--- config.mk ---
export PLATFORM = sky130hd
export DESIGN_NAME = dbg_regfront
export DESIGN_NICKNAME = d
export VERILOG_FILES = /design/src/rtl/dbg_regfront_pkg.sv /design/src/rtl/dbg_addr_decode.sv /design/src/rtl/dbg_ctrl_state.sv /design/src/rtl/dbg_rsp_slot.sv /design/src/rtl/dbg_regfront.sv
export SDC_FILE = /design/constraint.sdc
export NUM_CORES = 1
export LEC_CHECK = 0
export BUFFER_PORTS_ARGS = -buffer_cell sky130_fd_sc_hd__buf_2
export CAP_MARGIN = 40
export CORE_ASPECT_RATIO = 2
export CORE_MARGIN = 4
export CORE_UTILIZATION = 40
export DETAILED_ROUTE_END_ITERATION = 7
export PLACE_DENSITY_LB_ADDON = 0.2
export SYNTH_ARGS = -nofsm -noshare
export SYNTH_HDL_FRONTEND = slang
export SYNTH_SLANG_ARGS = --single-unit
--- constraint.sdc ---
create_clock -name clk -period 1.8 [get_ports clk]
set_clock_uncertainty 0.15 [all_clocks]
set_input_delay 0.18 -clock clk [delete_from_list [all_inputs] [get_ports clk]]
set_output_delay 0.18 -clock clk [all_outputs]
set_load 0.02 [all_outputs]
--- src/rtl/dbg_regfront_pkg.sv ---
package dbg_regfront_pkg;

  typedef enum logic [1:0] {
    OP_NOP   = 2'd0,
    OP_READ  = 2'd1,
    OP_WRITE = 2'd2,
    OP_RSVD  = 2'd3
  } req_op_e;

  typedef enum logic [1:0] {
    ST_OK   = 2'd0,
    ST_RSVD = 2'd1,
    ST_FAIL = 2'd2,
    ST_BUSY = 2'd3
  } rsp_st_e;

  localparam int NREG = 6;
  localparam int DW   = 32;

  // index of each mapped register inside the hit vector
  localparam int IX_DATA0 = 0;
  localparam int IX_CTRL  = 1;
  localparam int IX_STAT  = 2;
  localparam int IX_INFO  = 3;
  localparam int IX_ABS   = 4;
  localparam int IX_CMD   = 5;

  function automatic logic [7:0] reg_addr(input int idx);
    case (idx)
      IX_DATA0: reg_addr = 8'h04;
      IX_CTRL:  reg_addr = 8'h10;
      IX_STAT:  reg_addr = 8'h11;
      IX_INFO:  reg_addr = 8'h12;
      IX_ABS:   reg_addr = 8'h16;
      default:  reg_addr = 8'h17;
    endcase
  endfunction

endpackage

--- src/rtl/dbg_addr_decode.sv ---
module dbg_addr_decode
  import dbg_regfront_pkg::*;
#(
  parameter int AW = 32
) (
  input  logic [AW-1:0]   addr,
  output logic [NREG-1:0] hit,
  output logic            mapped
);

  // one full-width comparator per mapped register
  for (genvar g = 0; g < NREG; g++) begin : g_cmp
    assign hit[g] = (addr == AW'(reg_addr(g)));
  end

  assign mapped = |hit;

endmodule

--- src/rtl/dbg_ctrl_state.sv ---
module dbg_ctrl_state
  import dbg_regfront_pkg::*;
(
  input  logic          clk,
  input  logic          rst_n,
  input  logic          ctrl_we,
  input  logic          d0_we,
  input  logic          cmd_we,
  input  logic [DW-1:0] wdata,
  input  logic          eng_d0_valid,
  input  logic [DW-1:0] eng_d0_data,
  input  logic          resume_ack,
  output logic          active_q,
  output logic          halt_q,
  output logic          resume_q,
  output logic          ndm_q,
  output logic [DW-1:0] data0_q,
  output logic          cmd_valid_q,
  output logic [DW-1:0] cmd_data_q
);

  localparam int B_HALT   = DW - 1;
  localparam int B_RESUME = DW - 2;
  localparam int B_NDM    = 1;
  localparam int B_ACT    = 0;

  always_ff @(posedge clk or negedge rst_n) begin
    if (!rst_n) begin
      active_q <= 1'b0;
      halt_q   <= 1'b0;
      resume_q <= 1'b0;
      ndm_q    <= 1'b0;
    end else if (ctrl_we) begin
      active_q <= wdata[B_ACT];
      halt_q   <= wdata[B_ACT] & wdata[B_HALT];
      resume_q <= wdata[B_ACT] & wdata[B_RESUME];
      ndm_q    <= wdata[B_ACT] & wdata[B_NDM];
    end else if (resume_q && resume_ack) begin
      resume_q <= 1'b0;
    end
  end

  always_ff @(posedge clk or negedge rst_n) begin
    if (!rst_n) begin
      data0_q <= '0;
    end else if (eng_d0_valid) begin
      data0_q <= eng_d0_data;
    end else if (d0_we) begin
      data0_q <= wdata;
    end
  end

  always_ff @(posedge clk or negedge rst_n) begin
    if (!rst_n) begin
      cmd_valid_q <= 1'b0;
      cmd_data_q  <= '0;
    end else begin
      cmd_valid_q <= cmd_we;
      if (cmd_we) cmd_data_q <= wdata;
    end
  end


  inactive_clear_chk: assert property (@(posedge clk) disable iff (!rst_n)
    !active_q |-> (!halt_q && !resume_q && !ndm_q));


  resume_ack_clear_chk: assert property (@(posedge clk) disable iff (!rst_n)
    (resume_q && resume_ack && !ctrl_we) |=> !resume_q);


  halt_hold_chk: assert property (@(posedge clk) disable iff (!rst_n)
    (halt_q && !ctrl_we) |=> halt_q);


  cmd_single_pulse_chk: assert property (@(posedge clk) disable iff (!rst_n)
    (cmd_valid_q && !cmd_we) |=> !cmd_valid_q);

endmodule

--- src/rtl/dbg_rsp_slot.sv ---
module dbg_rsp_slot
  import dbg_regfront_pkg::*;
(
  input  logic          clk,
  input  logic          rst_n,
  input  logic          load,
  input  logic [DW-1:0] load_data,
  input  logic [1:0]    load_status,
  input  logic          rsp_ready,
  output logic          rsp_valid,
  output logic [DW-1:0] rsp_data,
  output logic [1:0]    rsp_status,
  output logic          can_accept
);

  assign can_accept = !rsp_valid || rsp_ready;

  always_ff @(posedge clk or negedge rst_n) begin
    if (!rst_n) begin
      rsp_valid  <= 1'b0;
      rsp_data   <= '0;
      rsp_status <= ST_OK;
    end else if (load) begin
      rsp_valid  <= 1'b1;
      rsp_data   <= load_data;
      rsp_status <= load_status;
    end else if (rsp_ready) begin
      rsp_valid  <= 1'b0;
    end
  end


  rsp_hold_chk: assert property (@(posedge clk) disable iff (!rst_n)
    (rsp_valid && !rsp_ready) |=> (rsp_valid && $stable(rsp_data) && $stable(rsp_status)));


  load_gives_valid_chk: assert property (@(posedge clk) disable iff (!rst_n)
    load |=> rsp_valid);

endmodule

--- src/rtl/dbg_regfront.sv ---
module dbg_regfront
  import dbg_regfront_pkg::*;
#(
  parameter int         AW       = 32,
  parameter logic [3:0] VERSION  = 4'd2,
  parameter int         BUSY_BIT = 12
) (
  input  logic          clk,
  input  logic          rst_n,
  input  logic          req_valid,
  output logic          req_ready,
  input  logic [AW-1:0] req_addr,
  input  logic [31:0]   req_data,
  input  logic [1:0]    req_op,
  output logic          rsp_valid,
  input  logic          rsp_ready,
  output logic [31:0]   rsp_data,
  output logic [1:0]    rsp_status,
  output logic          halt_req,
  output logic          resume_req,
  input  logic          resume_ack,
  output logic          ndm_reset,
  input  logic          hart_running,
  input  logic          hart_halted,
  input  logic [31:0]   abs_status,
  output logic          cmd_wr_valid,
  output logic [31:0]   cmd_wr_data,
  output logic [31:0]   data0,
  input  logic          eng_d0_valid,
  input  logic [31:0]   eng_d0_data
);

  logic [NREG-1:0] hit;
  logic            mapped;
  logic            accept;
  logic            active;
  logic            abs_busy;
  logic            eng_target;
  logic            ctrl_we, d0_we, cmd_we;
  logic [DW-1:0]   rd_val;
  logic [DW-1:0]   rsp_d_next;
  logic [1:0]      rsp_s_next;
  req_op_e         op;

  assign op       = req_op_e'(req_op);
  assign accept   = req_valid && req_ready;
  assign abs_busy = abs_status[BUSY_BIT];
  assign eng_target = hit[IX_DATA0] || hit[IX_CMD];

  dbg_addr_decode #(.AW(AW)) u_dec (
    .addr   (req_addr),
    .hit    (hit),
    .mapped (mapped)
  );

  // write strobes: control always, engine-facing ones only when active and idle
  assign ctrl_we = accept && (op == OP_WRITE) && hit[IX_CTRL];
  assign d0_we   = accept && (op == OP_WRITE) && hit[IX_DATA0] && active && !abs_busy;
  assign cmd_we  = accept && (op == OP_WRITE) && hit[IX_CMD]   && active && !abs_busy;

  dbg_ctrl_state u_ctrl (
    .clk          (clk),
    .rst_n        (rst_n),
    .ctrl_we      (ctrl_we),
    .d0_we        (d0_we),
    .cmd_we       (cmd_we),
    .wdata        (req_data),
    .eng_d0_valid (eng_d0_valid),
    .eng_d0_data  (eng_d0_data),
    .resume_ack   (resume_ack),
    .active_q     (active),
    .halt_q       (halt_req),
    .resume_q     (resume_req),
    .ndm_q        (ndm_reset),
    .data0_q      (data0),
    .cmd_valid_q  (cmd_wr_valid),
    .cmd_data_q   (cmd_wr_data)
  );

  // read multiplexer
  always_comb begin
    rd_val = '0;
    if (hit[IX_DATA0]) rd_val = data0;
    if (hit[IX_CTRL])  rd_val = {halt_req, resume_req, 28'd0, ndm_reset, active};
    if (hit[IX_STAT])  rd_val = {20'd0, hart_running, hart_running,
                                 hart_halted, hart_halted, 4'd0, VERSION};
    if (hit[IX_ABS])   rd_val = abs_status;
  end

  // response content
  always_comb begin
    rsp_d_next = '0;
    rsp_s_next = ST_OK;
    case (op)
      OP_NOP: ;
      OP_READ: begin
        if (!mapped) rsp_s_next = ST_FAIL;
        else         rsp_d_next = rd_val;
      end
      OP_WRITE: begin
        if (!mapped)                           rsp_s_next = ST_FAIL;
        else if (active && abs_busy && eng_target) rsp_s_next = ST_BUSY;
      end
      default: rsp_s_next = ST_FAIL;
    endcase
  end

  dbg_rsp_slot u_slot (
    .clk         (clk),
    .rst_n       (rst_n),
    .load        (accept),
    .load_data   (rsp_d_next),
    .load_status (rsp_s_next),
    .rsp_ready   (rsp_ready),
    .rsp_valid   (rsp_valid),
    .rsp_data    (rsp_data),
    .rsp_status  (rsp_status),
    .can_accept  (req_ready)
  );


  stall_blocks_req_chk: assert property (@(posedge clk) disable iff (!rst_n)
    (rsp_valid && !rsp_ready) |-> !req_ready);


  cmd_with_rsp_chk: assert property (@(posedge clk) disable iff (!rst_n)
    cmd_wr_valid |-> rsp_valid);


  busy_write_chk: assert property (@(posedge clk) disable iff (!rst_n)
    (accept && op == OP_WRITE && eng_target && active && abs_busy)
      |=> (rsp_status == ST_BUSY && !cmd_wr_valid));


  unmapped_fail_chk: assert property (@(posedge clk) disable iff (!rst_n)
    (accept && !mapped && op != OP_NOP) |=> (rsp_status == ST_FAIL && rsp_data == '0));

endmodule

## Word level (Yosys, flattened, before mapping)

Cells that the tools add are included.

| word-level totals | value |
|---|---|
| output and inout port bits | 104 |
| bits in registers | 104 |
| input bits | 138 |
| logic and storage cells | 58 |

| cells by class | value |
|---|---|
| bitwise gates (word level) | 3 |
| reduce and logical (&&, ||, !) cells | 21 |
| equal/unequal tests | 8 |
| multiplexer cells | 16 |

Operator list:

| kind | count |
|---|---|
| 32-bit two-way mux | 8 |
| 32-bit by 5-bit equality test with 1-bit output, second input constant | 5 |
| 32-bit by 3-bit equality test with 1-bit output, second input constant | 1 |
| 1-bit logical AND | 12 |
| 2-bit two-way mux | 3 |
| 2-bit case mux with 3 select lines | 1 |
| 2-bit nonzero test | 3 |
| 6-bit OR reduction | 1 |
| 1-bit two-way mux | 4 |
| 1-bit AND | 3 |
| 2-bit by 1-bit equality test with 1-bit output, second input constant | 1 |
| 2-bit equality test, second input constant | 1 |
| 1-bit zero test | 2 |
| 2-bit zero test | 1 |
| 1-bit logical OR | 2 |

## Longest topological paths before layout

Gate-level depths: netlist (run 1).

| depth | value |
|---|---|
| depth after elaboration | 9 |
| gate-level depth with buffers | 9 |
| gate-level depth less buffers | 5 |

## By module

From an unflattened synthesis (run 1), not the netlist that was laid out.

| second synthesis, totals | value |
|---|---|
| cells, all modules | 423 |
| area, all modules | 5327.6 um^2 |

Modules (own cells, without submodules):

| module | cells each | sequential area each (um^2) | area each (um^2) | instances |
|---|---|---|---|---|
| dbg_ctrl_state | 222 | 1726.7 | 3037.9 | 1 |
| dbg_rsp_slot | 75 | 875.8 | 1451.4 | 1 |
| dbg_regfront | 100 | 0.0 | 631.9 | 1 |
| dbg_addr_decode | 26 | 0.0 | 206.4 | 1 |

## Least setup slack after synthesis (run 1)

OpenSTA, ideal clock, no wires.

| path | value |
|---|---|
| path kind | input -> register |
| start | input req_addr[7] |
| end | register u_ctrl.cmd_data_q[10] |
| stages on the path | 6 |
| path slack | -349 ps |
| arrival time | 1875 ps |
| library setup time | 125 ps |
| required time | 1525 ps |
| cell sequence | or4_1 nor2_1 nand4_1 nor4_2 buf_4 mux2_2 |

| on the way | value |
|---|---|
| cells in the longest elaborated chain, start to end | 4 |

RTL lines:

| item | RTL line | source |
|---|---|---|
| start: declaration | dbg_regfront.sv:12 | `input logic [AW-1:0] req_addr,` |
| 32-bit by 5-bit equality test with 1-bit output | dbg_addr_decode.sv:13 | `assign hit[g] = (addr == AW'(reg_addr(g)));` |
| 1-bit logical AND (3 in series) | dbg_regfront.sv:59 | `assign cmd_we = accept && (op == OP_WRITE) && hit[IX_CMD] && active && !abs_busy;` |
| end signal: assignment | dbg_ctrl_state.sv:59 | `if (cmd_we) cmd_data_q <= wdata;` |
| end: declaration | dbg_ctrl_state.sv:19 | `output logic [DW-1:0] cmd_data_q` |

Every way passes these cells.
A chain may end at the register's enable or synchronous reset.

## Final worst setup path (run 1)

| path | value |
|---|---|
| start | register u_ctrl.active_q |
| end | register u_ctrl.cmd_data_q[16] |

| on the way | value |
|---|---|
| cells in the longest elaborated chain, start to end | 2 |

RTL lines:

| item | RTL line | source |
|---|---|---|
| start: declaration | dbg_ctrl_state.sv:13 | `output logic active_q,` |
| start signal: assignment | dbg_ctrl_state.sv:34 | `active_q <= wdata[B_ACT];` |
| 1-bit logical AND (2 in series) | dbg_regfront.sv:59 |  |

Every way passes these cells.

==> results of run 1 <==
## per-stage QoR
step           setup TNS [ns]  std cells  power, W
3_5_place_dp           -37.48        801  0.003178
6_report               -17.08        892  0.005227
5_1_grt                -21.44        892  0.005408
2_1_floorplan          -15.56        402  0.002763
3_3_place_gp           -35.18        801  0.003160
4_1_cts                -16.52        883  0.005194
## power groups by stage
stage	Sequential (W)	Combinational (W)	Clock, W
6_report	0.00248	0.000860	0.00189
5_1_grt	0.00249	0.000912	0.00201
4_1_cts	0.00247	0.000813	0.00191
3_5_place_dp	0.00251	0.000666	0
3_3_place_gp	0.00251	0.000653	0
2_1_floorplan	0.00258	0.000179	0
## timing repair
action                                  4_1_cts  5_1_grt
endpoints found under the hold margin       137        1
hold buffers                                 55        1
cloned                                        4        5
pin swaps                                     4       13
endpoints found under the setup margin       92      100
resized for setup                            66       50
buffers inserted                              7        4
## kinds of logic (layout without fill, tap and decap cells)
logic type	count (synthesis)	count (layout)	share of synthesized area (%)
muxes	36	36	8.599
DFF	104	104	55.72
buffers and inverters	32	380	2.973
AOI/OAI and AO/OA	109	109	18.35
and+or+nand+nor	121	121	14.36
## metal layers
layer	routed length [um]	vias up	track usage, %
met3	1061	76	5.390
met1	6301	2480	25.22
met5	13	-	0
met2	10720	241	48.56
met4	1166	2	16.57
li1	-	2190	-
## layout make-up
class                           instances  share of cell area [%]
Multi-Input combinational cell        266                   31.83
Sequential cell                       104                   31.39
Timing Repair Buffer                  360                   31.05
Clock buffer                           11                   2.927
Tap cell                              142                   2.142
Clock inverter                          5                  0.4827
Inverter                                4                  0.1810
## worst paths after layout
kind,startpoint,end,slack (ns),cells after the start
setup / recovery,u_ctrl.active_q,u_ctrl.cmd_data_q[16],-0.29,7
hold / removal,abs_status[13],u_slot.rsp_data[13],0.007,3
setup reg to reg,u_ctrl.active_q,u_ctrl.cmd_data_q[16],-0.29,7
hold reg to reg,u_slot.rsp_data[3],u_slot.rsp_data[3],0.33,2
max in group asynchronous,rst_n,u_slot.rsp_valid,0.74,3
min in group asynchronous,rst_n,u_ctrl.cmd_data_q[21],0.16,2
## worst max-delay path, delay by kind of cell (launching register included)
family / cells / cell delay, ns
buf+inv: 3 / 0.53
flops: 1 / 0.40
mux: 1 / 0.33
simple gates: 3 / 0.57
## Yosys cell counts (2+ instances only)
library cell	n	area [um^2]
a21oi_1	9	45.04
a22o_1	2	17.52
a22oi_1	25	187.7
and3_1	2	12.51
buf_2	6	30.03
buf_4	3	22.52
clkbuf_1	19	71.32
dfrtp_1	104	2603
inv_1	4	15.01
mux2_2	32	360.4
mux2i_1	3	30.03
nand2_1	39	146.4
nand2b_1	39	244.0
nand3_1	4	20.02
nand4_1	4	25.02
nor2_1	8	30.03
nor3_1	3	15.01
nor4_1	8	50.05
o21ai_0	30	150.1
o221a_2	32	360.4
o31ai_1	3	22.52
o31ai_2	2	25.02
## registers in the layout, indices dropped and copies added, names as in the netlist
| signal | cells |
|---|---|
| u_ctrl.active_q | 1 |
| u_slot.rsp_valid | 1 |
| u_ctrl.cmd_data_q | 32 |
| u_slot.rsp_data | 32 |
| u_ctrl.cmd_valid_q | 1 |
| u_ctrl.data0_q | 32 |
| u_ctrl.ndm_q | 1 |
| u_ctrl.halt_q | 1 |
| u_slot.rsp_status | 2 |
| u_ctrl.resume_q | 1 |
==> impl_results.md, run 1 <==
- FF+latch count, synth: 104
- Critical path class: flip-flop to flip-flop
- CTS tree: yes
- Starting Density: 41.13%
- Synthesis warning total: 0
- Final Cycle Share: 116.1%
- Clk sink count: 104
- Most frequent cells in the layout: 237 x buf_2, 103 x dfrtp_1, 56 x dlygate4sd3_1
- Drc violations: 0
- Design Area, Final: 0.008294 mm^2
- Clock Pin Slew Worst Setup and Hold Paths: 0.07 ns
- Multi-input logic area: 0.002640 mm^2
- Core ar.: 0.01135 mm^2
- Status: finished with violations
- H-tree depth: 3
- Hold Fails Final Rpt: 0
- I/O Pins: 242
- Largest net degree at the start of global routing: 43
- Slew HR: 72.08%
- Fillers: 820
- Worst Hold Class: primary input to flip-flop
- Mapped Cells: 402
- Cell Chain, Critical Path: nor4bb_4 > nand3_2 > buf_6 > nor4_4 > buf_6 > buf_6 > mux2_2
- Pwr per Cell Area: 630.2 mW/mm^2
- Ys flop type: dfrtp_1
- Die Height: 160.8 um
- Drt initial violations: 142
- Syn Std Cell Area: 0.004671 mm^2
- P_sw: 0.001398 W
- Worst path slowest cell: dfrtp_1
- Detail Route Antenna Nets: 0
- Inserted Clock Buffers: 9
- Total track usage: 26.03%
- CP arrival: 2.17 ns
- Fmax: 478.5 MHz
- Switching Share: 26.75%
- Ys async rst share: 100.0%
- CP Max Fanout: 6
- Layout area overhead: 77.58%
- Post-route setup slack: -0.2900 ns
- Mapped Nets: 540
- Worst-skew pair later-pin latency: 0.35 ns
- Final design utilization: 73.05%
- Hold_ws: 0.006664 ns
- EDFF count, synth: 0
- Mean Syn Cell Area: 11.62 um^2
- WL per Instance: 21.59 um
- Slew Viols, Final: 0
- Initial antenna violation count: 1
- Vias in the first global route: 5484
- Crit path top cell by count: buf_6
- Placed Area: 0.006515 mm^2
- Distinct cells, synth: 43
- Peak supply drop: 530.5 uV
- Part of the power in registers: 47.4%
- Die W: 84.41 um
- Combinational group share of total power: 16.5%
- First-pass GRT wire length: 27700 um
- Number of core rows: 55
- Post-place setup slack: -0.5199 ns
- Minimum clock period: 2.090 ns
- Reg area: 0.002604 mm^2
- Final Wtd Congestion: 0.9628
- WP data required: 1.88 ns
- First drt pass iteration count: 6
- CP peak stage delay: 0.40 ns
- Clk network pwr share: 36.1%
- # diodes: 0
- Layout cells sized above 1: 58.93%
- NumNets Final: 883
- Worst setup EP type: flip-flop
- Commonest non-fill, non-tap cell in the layout: buf_2
- Sequential fraction of the synthesis area: 55.72%
- Failing checks: setup timing
- Maxcap violations: 0
- RSZ-0062 raised after global routing: true
- DR vias: 4989
- PortBufs: 241
- Count of final setup violators: 93
- P_int: 0.003829 W
- Clk buf depth: 2
- Slew @ Worst Pin: 0.4188 ns
- Leakage: 3.985 nW
- Detailed Place HPWL: 12700 um
- Via/cell ratio: 5.593
- CP Launch Type: flip-flop
- Die area: 0.01357 mm^2
- Root Driver: clkbuf_16
- Total grt overflow: 0
- Routed WL: 19260 um
(Power assumes the default switching activity.)
==> run 2, diff against run 1 <==
--- a/config.mk
+++ b/config.mk
@@ -5,6 +5,7 @@
 export SDC_FILE = /design/constraint.sdc
 export NUM_CORES = 1
 export LEC_CHECK = 0
+export ABC_AREA = 1
 export BUFFER_PORTS_ARGS = -buffer_cell sky130_fd_sc_hd__buf_2
 export CAP_MARGIN = 40
 export CORE_ASPECT_RATIO = 2
==> run 2 against run 1 <==
The run now ends clean. Sequential power hardly changed. Clock power is 5% higher. Die area is 7.6% higher. Via count is 9.2% higher. Clock-buffer cell count stayed put. Sequential share of layout area is 2.0 points higher. Synthesized area is 8.2% higher. Maximum frequency is 20% higher. Final cell count is 28% higher. Global-route usage is 1.6 points lower. Critical path type unchanged. Largest power group unchanged. Highest routed layer is now met4.
==> impl_results.md, run 2 <==
- CP Launch Type: flip-flop
- Final Wtd Congestion: 0.8908 (-7.5%)
- Count of final setup violators: 0 (-100%)
- Die area: 0.01461 mm^2 (+7.6%)
- Vias in the first global route: 5457 (-0.49%)
- Drc violations: 0 (unchanged)
- CP arrival: 1.85 ns (-0.32 ns)
- Drt initial violations: 219 (+54%)
- First drt pass iteration count: 4 (-2)
- Layout cells sized above 1: 32.63% (-26 points)
- FF+latch count, synth: 104 (unchanged)
- FF-to-FF setup slack: 0.05 ns (+0.34 ns)
- Hold Path Origin: abs_status[1]
- Compound-cell area share of the yosys netlist: 13.94% (-4.4 points)
- Capture point of the worst reg-to-reg path: u_ctrl.data0_q[29]
- Mapped Nets: 794 (+47%)
- Ys flop type: dfrtp_1
- Synthesis warning total: 0 (unchanged)
- Syn Std Cell Area: 0.005055 mm^2 (+8.2%)
- CP Max Fanout: 11 (+5)
- R2R depth: 10 (+3)
- First-pass GRT wire length: 27760 um (+0.22%)
- Delay-heaviest family, CP: simple AND/OR/NAND/NOR gates
- Final design utilization: 63.54% (-9.5 points)
- Worst setup EP type: flip-flop
- Distinct cells, synth: 28 (-35%)
- Ys async rst share: 100.0% (unchanged)
- Clk sink count: 104 (unchanged)
- Area share of the largest cell type after synthesis: 51.49% (-4.2 points)
- Die Height: 167.0 um (+3.8%)
- Core ar.: 0.01227 mm^2 (+8.0%)
- Hold_ws: 0.01196 ns (+0.005293 ns)
- Critical path class: flip-flop to flip-flop
- Peak supply drop: 486.1 uV (-8.4%)
- Largest net degree at the start of global routing: 105 (+140%)
- Initial antenna violation count: 2 (+1)
- Post-Synth XOR/XNOR Area: 0% (unchanged)
- Layout area overhead: 54.18%
- Worst-skew pair later-pin latency: 0.34 ns (about the same)
- Total track usage: 24.47% (-1.6 points)
- Leakage: 4.135 nW (+3.8%)
- Minimum clock period: 1.747 ns (-0.3429 ns)
- Worst path slowest cell: dfrtp_2
- Fillers: 1113 (+36%)
- Via/cell ratio: 4.759 (-15%)
- Reg area: 0.002604 mm^2 (unchanged)
- Clock Pin Slew Worst Setup and Hold Paths: 0.08 ns (about the same)
- Fmax: 572.4 MHz (+20%)
- DR vias: 5449 (+9.2%)
- CTS tree: yes
- Hold Fails Final Rpt: 0 (unchanged)
- Mean Syn Cell Area: 7.706 um^2 (-34%)
- Starting Density: 41.21% (+0.073 points)
- Number of core rows: 57 (+3.6%)
- Simple-Gate Fraction of Synth Area: 25.87% (+12 points)
- Routed WL: 18130 um (-5.9%)
- RSZ-0062 raised after global routing: true
- Worst Hold Class: primary input to flip-flop
- Setup TNS Final: 0 ns (+17.08 ns)
- Die W: 87.49 um (+3.6%)
- Root Driver: clkbuf_16
- Total grt overflow: 0 (unchanged)
- Most common cell in the synthesized netlist: nand2_1
- Slew Viols, Final: 0 (unchanged)
- Adder-cell share of the synthesized area: 0% (unchanged)
- Most frequent cells in the layout: 240 x buf_2, 231 x nand2_1, 103 x dfrtp_1
- Multiplexer area fraction after synthesis: 0% (-8.6 points)
- Commonest non-fill, non-tap cell in the layout: buf_2
- Inserted Clock Buffers: 9 (unchanged)
- WL per Instance: 15.83 um (-27%)
- Clk buf depth: 2 (unchanged)
- Reg2reg start: u_slot.rsp_valid
- Detailed Place HPWL: 13300 um (+4.7%)
- Hold depth: 3 (unchanged)
- I/O Pins: 242 (unchanged)
- Cell Chain, Critical Path: nand2_4 > nand2_4 > nor3_4 > nand2_1 > inv_2 > a21oi_4 > clkinv_4 > buf_12 > o211ai_1 > o21ai_0
- Crit path top cell by count: nand2_4
- Mapped Cells: 656 (+63%)
- Worst Hold Endpoint: u_slot.rsp_data[1]
- EDFF count, synth: 0 (unchanged)
- Multi-input logic area: 0.002051 mm^2 (-22%)
- Main combinational cell family by area after synthesis: simple AND/OR/NAND/NOR gates
- Total power draw: 0.005310 W (+1.6%)
- Sequential fraction of the synthesis area: 51.49% (-4.2 points)
- Pwr per Cell Area: 681.3 mW/mm^2 (+8.1%)
- Status: finished clean
- PortBufs: 241 (unchanged)
- Final Cycle Share: 97.06% (-19 points)
- Top cells by count, synth: 234 x nand2_1, 104 x dfrtp_1, 69 x inv_1
- Detail Route Antenna Nets: 0 (unchanged)
- Slew @ Worst Pin: 0.5939 ns (+0.1751 ns)
- Largest registers: u_ctrl.cmd_data_q x32, u_ctrl.data0_q x32, u_slot.rsp_data x32
- NumNets Final: 1129 (+28%)
- Maxcap violations: 0 (unchanged)
- H-tree depth: 3 (unchanged)
- Largest area contributor in the synthesized netlist: dfrtp_1
- Synth top area cells: dfrtp_1 51%, nand2_1 17%, inv_1 5.1%, o21ai_0 4.8%, nor2_1 4.4%
- Crit path launch: u_slot.rsp_valid
- Buf+Inv Stages, Crit Path: 3 (unchanged)
- Slew HR: 60.41% (-12 points)
- WP data required: 1.90 ns (+0.02 ns)
- CP peak stage delay: 0.42 ns (+0.02 ns)
-- run 2: changes by cell type in the layout (fill, tap and decap cells not counted), moves of 13 or more --
cell,delta
o21ai_2,-24
o211ai_1,+14
dlygate4sd3_1,+13
a31oi_1,+15
nor2_1,+52
o21ai_0,+34
inv_1,+64
nand2b_1,-37
o221a_4,-32
a22oi_1,-25
mux2_4,-26
nand2_1,+193
o21ai_1,+52
-- run 2: kinds of logic (layout without fill, tap and decap cells) --
| group | count (synthesis) | after routing |
|---|---|---|
| AOI/OAI and AO/OA | 127 | 127 |
| DFF | 104 | 104 |
| and+or+nand+nor | 321 | 321 |
| buffers and inverters | 104 | 444 |
| other | 0 | 2 |
-- run 2: worst max-delay path by stage --
| stage | end | slack, ns | depth (start not counted) |
|---|---|---|---|
| after floorplan | u_ctrl.cmd_data_q[10] | 0.004 | 10 |
| after global placement | u_ctrl.resume_q | -0.18 | 11 |
| after detailed placement | u_ctrl.resume_q | -0.19 | 10 |
| after CTS | u_ctrl.cmd_data_q[31] | 0.006 | 9 |
| after global routing | u_ctrl.data0_q[21] | -0.03 | 10 |
| final | u_ctrl.data0_q[29] | 0.05 | 10 |
-- run 2: cell type report --
type	count	share of cell area (%)
multi-input combinational	448	26.31
tap	147	2.360
clock inverter	5	0.8188
timing repair buffer	353	30.34
antenna	2	0.06422
inverter	75	3.708
sequential	104	33.41
clock buffer	11	2.986
-- run 2: tightest hold or removal path, stage by stage --
cell and delay, ns:
buf_2 0.08, o21ai_0 0.08, o21ai_1 0.13
-- run 2: per-layer routing --
layer,part of all wire [%],global-route usage [%]
met5,0,0
met4,3.6,11.22
met3,5.8,4.597
met2,56,44.84
met1,35,25.99
-- run 2: what timing repair did --
item | CTS | global route
hold buffers | 69 | 0
endpoints found under the setup margin | 20 | 54
cloned | 0 | 3
pin swaps | 0 | 2
endpoints found under the hold margin | 171 | 0
resized for setup | 2 | 29
setup buffers | 0 | 3
-- run 2: stage by stage --
stage	setup slack [ns]	std cells	area, um^2
3_5_place_dp	-0.1928	1052	6638
6_report	0.05294	1145	7794
3_3_place_gp	-0.1785	1052	6638
4_1_cts	0.005828	1137	7634
5_1_grt	-0.02809	1145	7794
2_1_floorplan	0.004373	656	5064
-- run 2: where the power goes --
group	total, W	switching [W]	leakage [nW]	internal [W]
combinational	0.000842	0.000467	2.62	0.000375
clock	0.00199	0.000893	0.141	0.00109
sequential	0.00248	0.0000640	1.37	0.00242
total	0.00531	0.00142	4.13	0.00389
==> run 3, diff against run 2 <==
--- a/config.mk
+++ b/config.mk
@@ -13,6 +13,8 @@
 export CORE_UTILIZATION = 40
 export DETAILED_ROUTE_END_ITERATION = 7
 export PLACE_DENSITY_LB_ADDON = 0.2
+export RECOVER_POWER = 25
 export SYNTH_ARGS = -nofsm -noshare
 export SYNTH_HDL_FRONTEND = slang
+export SYNTH_HIERARCHICAL = 1
 export SYNTH_SLANG_ARGS = --single-unit
==> run 3 against run 2 <==
Critical path depth unchanged. Maximum frequency up 1.4%. Clock-buffer cell count down 1. Global-route usage down 2.0 points. Critical endpoint is now u_ctrl/cmd_data_q[5]. Largest power group unchanged.
==> impl_results.md, run 3 <==
- Status: finished clean
- Total grt overflow: 0 (unchanged)
- Mapped Nets: 839 (+5.7%)
- CP Max Fanout: 16 (+5)
- Vias in the first global route: 5701 (+4.5%)
- Die W: 90.40 um (+3.3%)
- Peak supply drop: 444.0 uV (-8.7%)
- I/O Pins: 242 (unchanged)
- Syn Std Cell Area: 0.005431 mm^2 (+7.5%)
- Mapped Cells: 701 (+6.9%)
- Pwr per Cell Area: 648.0 mW/mm^2 (-4.9%)
- Layout area overhead: 46.63%
- Post-place setup slack: -0.1981 ns (-0.005329 ns)
- Slew @ Worst Pin: 0.9427 ns (+0.3487 ns)
- Hold Fails Final Rpt: 0 (unchanged)
- Design Area, Final: 0.007964 mm^2 (+2.2%)
- Minimum clock period: 1.724 ns (-0.02333 ns)
- DR vias: 5713 (+4.8%)
- CTS tree: yes
- Count of final setup violators: 0 (unchanged)
- Final Cycle Share: 95.76% (-1.3 points)
- Clock Pin Slew Worst Setup and Hold Paths: 0.07 ns (about the same)
- Largest net degree at the start of global routing: 105 (unchanged)
- Total track usage: 22.48% (-2.0 points)
- H-tree depth: 3 (unchanged)
- Largest registers: u_ctrl/cmd_data_q x32, u_ctrl/data0_q x32, u_slot/rsp_data x32
- Detailed Place HPWL: 12820 um (-3.6%)
- WP data required: 1.91 ns (about the same)
- WL per Instance: 15.79 um (-0.30%)
- FF-to-FF setup slack: 0.13 ns (+0.08 ns)
- First drt pass iteration count: 4 (unchanged)
- Commonest non-fill, non-tap cell in the layout: nand2_1
- Mean Syn Cell Area: 7.748 um^2 (+0.55%)
- Layout cells sized above 1: 35.84% (+3.2 points)
- FF+latch count, synth: 104 (unchanged)
- Ys async rst share: 100.0% (unchanged)
- CP arrival: 1.83 ns (-0.02 ns)
- RSZ-0062 raised after global routing: true
- Inserted Clock Buffers: 9 (unchanged)
- Worst Hold Class: primary input to flip-flop
- EDFF count, synth: 0 (unchanged)
- Top cells by count, synth: 268 x nand2_1, 104 x dfrtp_1, 73 x nand3_1
- Worst setup EP type: flip-flop
- Via/cell ratio: 4.842 (+1.7%)
- Core ar.: 0.01336 mm^2 (+8.9%)
- Critical path class: primary input to flip-flop
- Number of core rows: 60 (+5.3%)
- Synth top area cells: dfrtp_1 48%, nand2_1 19%, nand3_1 6.7%, inv_1 3.7%, nand2_2 3.6%
- First-pass GRT wire length: 28230 um (+1.7%)
- Area share of the largest cell type after synthesis: 47.92% (-3.6 points)
- Die area: 0.01562 mm^2 (+6.9%)
- Sequential fraction of the synthesis area: 47.92% (-3.6 points)
- Synthesis warning total: 6 (+6)
- Placed Area: 0.006817 mm^2 (+2.7%)
- Fmax: 580.1 MHz (+1.4%)
- Post-route setup slack: 0.07627 ns (+0.02333 ns)
- Final design utilization: 59.60% (-3.9 points)
- Clk buf depth: 2 (unchanged)
- CP Launch Type: primary input
- Routed WL: 18630 um (+2.8%)
- Drt initial violations: 199 (-9.1%)
- Maxcap violations: 0 (unchanged)
- Ys flop type: dfrtp_1
- Detail Route Antenna Nets: 0 (unchanged)
- NumNets Final: 1157 (+2.5%)
- PortBufs: 241 (unchanged)
- Fillers: 1273 (+14%)
- Leakage: 4.202 nW (+1.6%)
- Die Height: 172.8 um (+3.5%)
- Initial antenna violation count: 1 (-1)
- Root Driver: clkbuf_16
- Distinct cells, synth: 25 (-11%)
- Most common cell in the synthesized netlist: nand2_1
- Starting Density: 40.65% (-0.56 points)
- Worst-skew pair later-pin latency: 0.35 ns (about the same)
- Most frequent cells in the layout: 266 x nand2_1, 240 x buf_2, 104 x dfrtp_1
- Slew Viols, Final: 0 (unchanged)
- Clk sink count: 104 (unchanged)
- Slew HR: 37.16% (-23 points)
- Drc violations: 0 (unchanged)
- Final Wtd Congestion: 0.8766 (-1.6%)
- Largest area contributor in the synthesized netlist: dfrtp_1
[run 3: logic make-up (layout without fill, tap and decap cells)]
| logic type | count (synthesis) | after routing | synth area share, % |
|---|---|---|---|
| AND/OR/NAND/NOR | 432 | 433 | 34.49 |
| flip-flops | 104 | 104 | 47.92 |
| buffers and inverters | 94 | 416 | 9.629 |
| AO/OA/AOI/OAI | 71 | 71 | 7.971 |
| other | 0 | 1 | 0 |
[run 3: stage by stage]
| stage | std cells | setup TNS (ns) | power, W | hold slack, ns |
|---|---|---|---|---|
| after floorplan | 701 | 0 | 0.002797 | -0.2656 |
| after global placement | 1087 | -13.82 | 0.003140 | 0.1441 |
| after detailed placement | 1087 | -15.20 | 0.003142 | 0.1460 |
| after CTS | 1171 | 0 | 0.005198 | 0.005304 |
| after global routing | 1180 | -0.01090 | 0.005356 | 0.03681 |
| final | 1180 | 0 | 0.005160 | 0.03203 |
[run 3: layer usage]
layer / vias to the layer above / wire, um / global-route usage [%]
met3: 67 / 1069 / 4.876
met2: 239 / 9650 / 39.31
met5: - / 0 / 0
met4: 0 / 995 / 12.72
met1: 2591 / 6912 / 24.96
li1: 2816 / - / -
[run 3: final cells by class]
cell class              count  area (um^2)  share of cell area, %
well taps                 155        193.9                  2.435
diodes                      1        2.502                0.03142
flip-flops and latches    104         2603                  32.68
clock buffers              10        229.0                  2.875
inverters                  58        225.2                  2.828
clock inverters             6        57.56                 0.7227
multi-input cells         504         2365                  29.69
repair buffers            342         2288                  28.74
[run 3: path summary, 6_finish.rpt]
| path | endpoint | cells past startpoint | startpoint |
|---|---|---|---|
| min reg2reg | u_slot/rsp_data[9] | 2 | u_slot/rsp_data[9] |
| max reg2reg | u_ctrl/cmd_data_q[5] | 9 | u_slot/rsp_valid |
| min in group asynchronous | u_ctrl/cmd_data_q[20] | 3 | rst_n |
| max in group asynchronous | u_ctrl/cmd_data_q[24] | 3 | rst_n |
| min | u_slot/rsp_data[17] | 5 | abs_status[17] |
| max | u_ctrl/cmd_data_q[5] | 10 | req_op[1] |
[run 3: what timing repair did]
item,4_1_cts,5_1_grt
buffers inserted,0,3
endpoints found under the setup margin,0,66
resized for setup,0,14
hold buffers,68,0
endpoints found under the hold margin,173,0
[run 3: power by group]
group	switching [W]	leakage [nW]	internal [W]
clock	0.000964	0.141	0.000976
sequential	0.0000805	1.23	0.00240
combinational	0.000414	2.83	0.000322
[run 3: worst max-delay path, stage by stage]
cell	delay, ns
dlygate4sd3_1	0.54
buf_2	0.13
inv_1	0.07
nor2_4	0.12
nand2_4	0.09
nor3_4	0.20
buf_12	0.15
buf_6	0.18
nand2_1	0.08
o21ai_0	0.09
